`src/rtl/irq_entry_pkg.sv`:
```
package irq_entry_pkg;
  typedef enum logic [2:0] {
    ST_IDLE,
    ST_PUSH,
    ST_RD_LO,
    ST_RD_HI,
    ST_RD_WAIT
  } seq_st_e;
endpackage

```
`src/rtl/irq_entry_rst_sync.sv`:
```
module irq_entry_rst_sync (
  input  logic clk,
  input  logic rst_n,
  output logic rst_n_sync
);
  logic [1:0] sync_q;

  always_ff @(posedge clk or negedge rst_n) begin
    if (!rst_n) sync_q <= 2'b00;
    else        sync_q <= {sync_q[0], 1'b1};
  end

  assign rst_n_sync = sync_q[1];
endmodule

```
`src/rtl/irq_entry_nmi_edge.sv`:
```
module irq_entry_nmi_edge (
  input  logic clk,
  input  logic rst_n,
  input  logic nmi_n,
  input  logic taken,
  output logic nmi_hit
);
  logic lvl_q, pend_q;
  logic pend_d, fall;

  assign fall    = lvl_q & ~nmi_n;
  assign nmi_hit = pend_q | fall;

  always_comb begin
    pend_d = (pend_q | fall) & ~taken;
  end

  always_ff @(posedge clk or negedge rst_n) begin
    if (!rst_n) begin
      lvl_q  <= 1'b1;
      pend_q <= 1'b0;
    end else begin
      lvl_q  <= nmi_n;
      pend_q <= pend_d;
    end
  end
endmodule

```
`src/rtl/irq_entry_memport.sv`:
```
module irq_entry_memport
  import irq_entry_pkg::*;
#(
  parameter int ADDR_W = 24,
  parameter int CNT_W  = 2,
  parameter logic [7:0] MODE_MARK = 8'h01
) (
  input  seq_st_e           st,
  input  logic [CNT_W-1:0]  push_idx,
  input  logic [ADDR_W-1:0] sp_cur,
  input  logic [ADDR_W-1:0] ret_pc,
  input  logic [ADDR_W-1:0] tbl_addr,
  output logic [ADDR_W-1:0] mem_addr,
  output logic [7:0]        mem_wdata,
  output logic              mem_we,
  output logic              mem_re
);
  localparam int PC_BYTES = ADDR_W / 8;

  logic [7:0] pc_byte [PC_BYTES];

  genvar g;
  generate
    for (g = 0; g < PC_BYTES; g++) begin : g_split
      assign pc_byte[g] = ret_pc[g*8 +: 8];
    end
  endgenerate

  always_comb begin
    mem_addr  = '0;
    mem_wdata = 8'h00;
    mem_we    = 1'b0;
    mem_re    = 1'b0;
    unique case (st)
      ST_PUSH: begin
        mem_we    = 1'b1;
        mem_addr  = sp_cur - ADDR_W'(1);
        mem_wdata = MODE_MARK;
        for (int i = 0; i < PC_BYTES; i++) begin
          if (push_idx == CNT_W'(i)) mem_wdata = pc_byte[PC_BYTES-1-i];
        end
      end
      ST_RD_LO: begin
        mem_re   = 1'b1;
        mem_addr = tbl_addr;
      end
      ST_RD_HI: begin
        mem_re   = 1'b1;
        mem_addr = tbl_addr + ADDR_W'(1);
      end
      default: ;
    endcase
  end
endmodule

```
`src/rtl/irq_entry_seq.sv`:
```
module irq_entry_seq
  import irq_entry_pkg::*;
#(
  parameter int ADDR_W = 24,
  parameter logic [ADDR_W-1:0] NMI_ADDR = 24'h000066,
  parameter logic [7:0] MODE_MARK = 8'h01
) (
  input  logic              clk,
  input  logic              rst_n,
  input  logic              nmi_n,
  input  logic              irq_req,
  input  logic              ief1,
  input  logic [7:0]        irq_vec,
  input  logic [7:0]        page_reg,
  input  logic [ADDR_W-1:0] pc_in,
  input  logic [ADDR_W-1:0] sp_in,
  input  logic [7:0]        mem_rdata,
  output logic [ADDR_W-1:0] mem_addr,
  output logic [7:0]        mem_wdata,
  output logic              mem_we,
  output logic              mem_re,
  output logic [ADDR_W-1:0] pc_out,
  output logic [ADDR_W-1:0] sp_out,
  output logic              ief_clr,
  output logic              busy,
  output logic              done
);
  localparam int PC_BYTES  = ADDR_W / 8;
  localparam int CNT_W     = $clog2(PC_BYTES + 1);
  localparam int PUSH_LAST = PC_BYTES;

  logic rst_ns;

  seq_st_e           st_q, st_d;
  logic [CNT_W-1:0]  cnt_q, cnt_d;
  logic [ADDR_W-1:0] sp_q, sp_d, pc_q, pc_d, ret_q, ret_d, tbl_q, tbl_d;
  logic [7:0]        lo_q, lo_d;
  logic              is_nmi_q, is_nmi_d, done_q, done_d, clr_q, clr_d;
  logic              nmi_hit, take_nmi, take_irq;

  irq_entry_rst_sync u_rst (
    .clk        (clk),
    .rst_n      (rst_n),
    .rst_n_sync (rst_ns)
  );

  irq_entry_nmi_edge u_nmi (
    .clk     (clk),
    .rst_n   (rst_ns),
    .nmi_n   (nmi_n),
    .taken   (take_nmi),
    .nmi_hit (nmi_hit)
  );

  irq_entry_memport #(
    .ADDR_W    (ADDR_W),
    .CNT_W     (CNT_W),
    .MODE_MARK (MODE_MARK)
  ) u_port (
    .st        (st_q),
    .push_idx  (cnt_q),
    .sp_cur    (sp_q),
    .ret_pc    (ret_q),
    .tbl_addr  (tbl_q),
    .mem_addr  (mem_addr),
    .mem_wdata (mem_wdata),
    .mem_we    (mem_we),
    .mem_re    (mem_re)
  );

  assign take_nmi = (st_q == ST_IDLE) & nmi_hit;
  assign take_irq = (st_q == ST_IDLE) & ~nmi_hit & irq_req & ief1;

  // next-state logic
  always_comb begin
    st_d     = st_q;
    cnt_d    = cnt_q;
    sp_d     = sp_q;
    pc_d     = pc_q;
    ret_d    = ret_q;
    tbl_d    = tbl_q;
    lo_d     = lo_q;
    is_nmi_d = is_nmi_q;
    done_d   = 1'b0;
    clr_d    = 1'b0;
    unique case (st_q)
      ST_IDLE: begin
        if (take_nmi || take_irq) begin
          st_d     = ST_PUSH;
          cnt_d    = '0;
          ret_d    = pc_in;
          sp_d     = sp_in;
          tbl_d    = {{(ADDR_W-16){1'b0}}, page_reg, irq_vec};
          is_nmi_d = take_nmi;
          clr_d    = 1'b1;
        end
      end
      ST_PUSH: begin
        sp_d = sp_q - ADDR_W'(1);
        if (cnt_q == CNT_W'(PUSH_LAST)) begin
          if (is_nmi_q) begin
            pc_d   = NMI_ADDR;
            done_d = 1'b1;
            st_d   = ST_IDLE;
          end else begin
            st_d = ST_RD_LO;
          end
        end else begin
          cnt_d = cnt_q + CNT_W'(1);
        end
      end
      ST_RD_LO: st_d = ST_RD_HI;
      ST_RD_HI: begin
        lo_d = mem_rdata;
        st_d = ST_RD_WAIT;
      end
      ST_RD_WAIT: begin
        pc_d   = {{(ADDR_W-16){1'b0}}, mem_rdata, lo_q};
        done_d = 1'b1;
        st_d   = ST_IDLE;
      end
      default: st_d = ST_IDLE;
    endcase
  end

  // registers
  always_ff @(posedge clk or negedge rst_ns) begin
    if (!rst_ns) begin
      st_q     <= ST_IDLE;
      cnt_q    <= '0;
      sp_q     <= '0;
      pc_q     <= '0;
      ret_q    <= '0;
      tbl_q    <= '0;
      lo_q     <= 8'h00;
      is_nmi_q <= 1'b0;
      done_q   <= 1'b0;
      clr_q    <= 1'b0;
    end else begin
      st_q     <= st_d;
      cnt_q    <= cnt_d;
      sp_q     <= sp_d;
      pc_q     <= pc_d;
      ret_q    <= ret_d;
      tbl_q    <= tbl_d;
      lo_q     <= lo_d;
      is_nmi_q <= is_nmi_d;
      done_q   <= done_d;
      clr_q    <= clr_d;
    end
  end

  assign pc_out  = pc_q;
  assign sp_out  = sp_q;
  assign done    = done_q;
  assign ief_clr = clr_q;
  assign busy    = (st_q != ST_IDLE);
endmodule

```
`config.mk`:
```
export PLATFORM = sky130hd
export DESIGN_NAME = irq_entry_seq
export DESIGN_NICKNAME = d
export VERILOG_FILES = /design/src/rtl/irq_entry_pkg.sv /design/src/rtl/irq_entry_rst_sync.sv /design/src/rtl/irq_entry_nmi_edge.sv /design/src/rtl/irq_entry_memport.sv /design/src/rtl/irq_entry_seq.sv
export SDC_FILE = /design/constraint.sdc
export NUM_CORES = 1
export LEC_CHECK = 0
export ABC_AREA = 1
export BUFFER_PORTS_ARGS = -buffer_cell sky130_fd_sc_hd__buf_2
export CAP_MARGIN = 20
export CORE_UTILIZATION = 54
export DETAILED_ROUTE_END_ITERATION = 8
export PLACE_DENSITY = 0.84
export SYNTH_ARGS = -nofsm -noshare
export SYNTH_HDL_FRONTEND = slang
export SYNTH_SLANG_ARGS = --single-unit
```
`constraint.sdc`:
```
create_clock -name clk -period 4.4 [get_ports clk]
set_input_delay 0.88 -clock clk [delete_from_list [all_inputs] [get_ports clk]]
set_output_delay 0.88 -clock clk [all_outputs]
set_load 0.01 [all_outputs]
```
==> results.yml <==
outcome:
  outcome: "complete, no violations"
die:
  pin_count: 162
  die_x_um: 103.0
  die_y_um: 103.0
  rows: 36
  die-area_sq_mm: 0.01061
  start_util_pct: 56.12
  fp.coreArea_sq_mm: 0.009819
sta:
  fin_ws_ps: 1105
  worst_pin_slew_ps: 784.4
  skew_ps: 14.29
  hold_viol_final: 0
  setup_viol: 0
  tns_ps: 0
  fin_crit_ps: 3295
  slew_viol_final: 0
  period_share_pct: 74.88
  relSlewSlack_pct: 47.71
  fmax_ghz: 0.3035
  rsz0062_at_grt: "false"
route:
  ant_nets: 0
  wl_per_cell_um: 13.90
  vias: 5260
  remaining_drc_errors: 0
  drt-vias-per-instance: 5.223
  drt-total-wl_mm: 14.00
  drt-pass1-iter-count: 5
  drtIter0Drc: 354
place:
  dpl.hpwl_mm: 10.45
  place.gp.congestion: 0.9679
  io_buffer_count: 153
  dpl.cell_count: 991
  dpl_worst_slack_ps: 1537
worst_setup_path:
  critPathArrivalTime_ps: 2410
  startpoint_type: "flop"
  path_max_fanout: 27
  path_class: "reg2out"
  endpoint_kind: "output pin"
  required_ps: 3520
layout:
  stdcell_count: 1007
  drive_gt1_share_pct: 23.11
  nNetsFinal: 952
  postLayoutCoreUtil_pct: 65.94
  syn_to_final_growth_pct: 17.51
  diodes: 0
run:
  cap_violations: 0
synth:
  ys_ff_latch: 100
  synthTopCellsByArea: "dfrtp_1 45%, nand2_1 14%, inv_1 6.6%"
  netlist.area_leader.share_pct: 44.96
  async_reset_ff_share_pct: 100.0
  synthDistinctLibCells: 44
  synthTopCellsByCount: "208 x nand2_1, 99 x dfrtp_1, 97 x inv_1"
  synth_most_common_cell: "nand2_1"
  netlist_area_sq_mm: 0.005510
  synth_edf_count: 0
  syn_avg_cell_area_sq_um: 7.579
  syn_inst: 727
  ys.flop_type: "dfrtp_1"
  yosys_warnings: 0
  seq_area_frac_synth_pct: 45.44
  synth_top_cell_by_area: "dfrtp_1"
power_and_ir_drop:
  p_switching_uw: 2345
  sw_frac_of_total_pct: 48.89
  p_leak_uw: 0.003457
  clkPwrFrac_pct: 12.1
  pwr-share-comb_pct: 52.0
  p_int_uw: 2452
  max-vdd-ir-drop_v: 0.0003078
  power.density_mw_per_mm2: 740.8
  p_seq_share_pct: 35.9
global_route:
  grt_max_degree: 62
  antenna_found_initial: 0
  gr-usage-all-layers_pct: 28.07
  overflow: 0
  first_global_vias: 4793
  grt_pass1_wl_mm: 22.66
clocking:
  clk_pin_slew_ps: 100
  h-tree-depth: 3
  cts_max_path_buffers: 2
  numCtsBuffers: 9
  cts_num_sinks: 100
  clk_latency_ps: 370
  cts_tree: "done"
  post_cts_buffers: 0
  hold_buffers: 0
  root_buffer: "clkbuf_8"
  ctsResizeCount: 0
hold_path:
  hold_path.class: "in2async"
==> final timing paths <==
check	from	end	slack, ps	cells past startpoint
max	st_q[0]$_DFFE_PN0P_	mem_addr[7]	1110	5
min	rst_n	u_rst.sync_q[1]$_DFF_PN0_	270	1
max reg2reg	st_q[0]$_DFFE_PN0P_	cnt_q[0]$_DFFE_PN0P_	2230	10
min reg2reg	u_rst.sync_q[0]$_DFF_PN0_	u_rst.sync_q[1]$_DFF_PN0_	370	0
max in group asynchronous	u_rst.sync_q[1]$_DFF_PN0_	lo_q[7]$_DFFE_PN0P_	2950	1
min in group clk	u_rst.sync_q[0]$_DFF_PN0_	u_rst.sync_q[1]$_DFF_PN0_	370	0
==> worst max-delay path, stage by stage, from the launching register on <==
cell and delay, ps:
dfrtp_1 590, nand3_4 400, inv_2 520, o21ai_0 230
o21ai_0 140, buf_2 160
==> cell usage in the layout, fill, tap and decap left out, types with 5 or more instances in the layout <==
cell type / Yosys / layout
nand2_1: 208 / 208
nand4_1: 10 / 10
inv_2: 6 / 6
ha_1: 6 / 6
o211ai_1: 6 / 6
a21oi_1: 17 / 17
nand3_1: 48 / 48
nor2_1: 63 / 63
buf_2: 9 / 153
nor3_1: 11 / 11
a221oi_1: 7 / 7
o21ai_1: 11 / 11
dfrtp_1: 99 / 98
clkbuf_8: 0 / 9
conb_1: 2 / 9
o211ai_2: 5 / 5
inv_1: 97 / 97
o21ai_0: 63 / 63
==> flip-flops by register name (all words and copies together), names as in the netlist <==
signal        count
ret_q            24
pc_out           16
u_nmi.lvl_q       1
done              1
is_nmi_q          1
ief_clr           1
st_q              3
sp_out           24
cnt_q             2
u_rst.sync_q      2
lo_q              8
u_nmi.pend_q      1
tbl_q            16
==> through the flow <==
step	power [uW]	area, sq um	hold WS, ps
after CTS	4799	6475	259.4
after detailed placement	4219	6285	341.0
after global placement	4159	6285	334.2
final	4797	6475	270.7
after global routing	5265	6475	252.6
after floorplan	3448	5537	331.2
==> final cells by class <==
type	count	area, sq um
fillers	914	3344
flip-flops and latches	100	2507
multi-input cells	498	2429
repair buffers	155	780.7
inverters	105	401.6
well taps	133	166.4
clock buffers	9	123.9
clock inverters	7	66.31
==> kinds of logic (layout without fill, tap and decap cells) <==
family / after synthesis / after routing / share of synthesized area, %
xor+xnor: 4 / 4 / 0.6357
fa+ha+maj: 6 / 6 / 1.362
flops: 100 / 100 / 45.44
buf+inv: 136 / 276 / 10.97
other cells: 2 / 9 / 0.1363
simple gates: 354 / 354 / 27.84
compound gates: 125 / 125 / 13.62
==> layer usage <==
metal / global-route usage (%) / wire length [um] / up-vias / part of all wire (%)
met1: 39.10 / 6310 / 2422 / 45
met3: 5.898 / 1182 / 21 / 8.4
li1: - / - / 2594 / -
met5: 0 / 0 / - / 0
met2: 44.00 / 6256 / 223 / 45
met4: 9.209 / 249 / 0 / 1.8
==> power groups by stage <==
stage / Clock [uW] / Combinational (uW) / Sequential (uW)
floorplan: 0 / 1710 / 1740
global placement: 0 / 2440 / 1720
detailed placement: 0 / 2490 / 1730
CTS: 591 / 2490 / 1710
global route: 624 / 2860 / 1780
finish: 581 / 2490 / 1720
No activity file was read; power rests on OpenSTA's default activity.
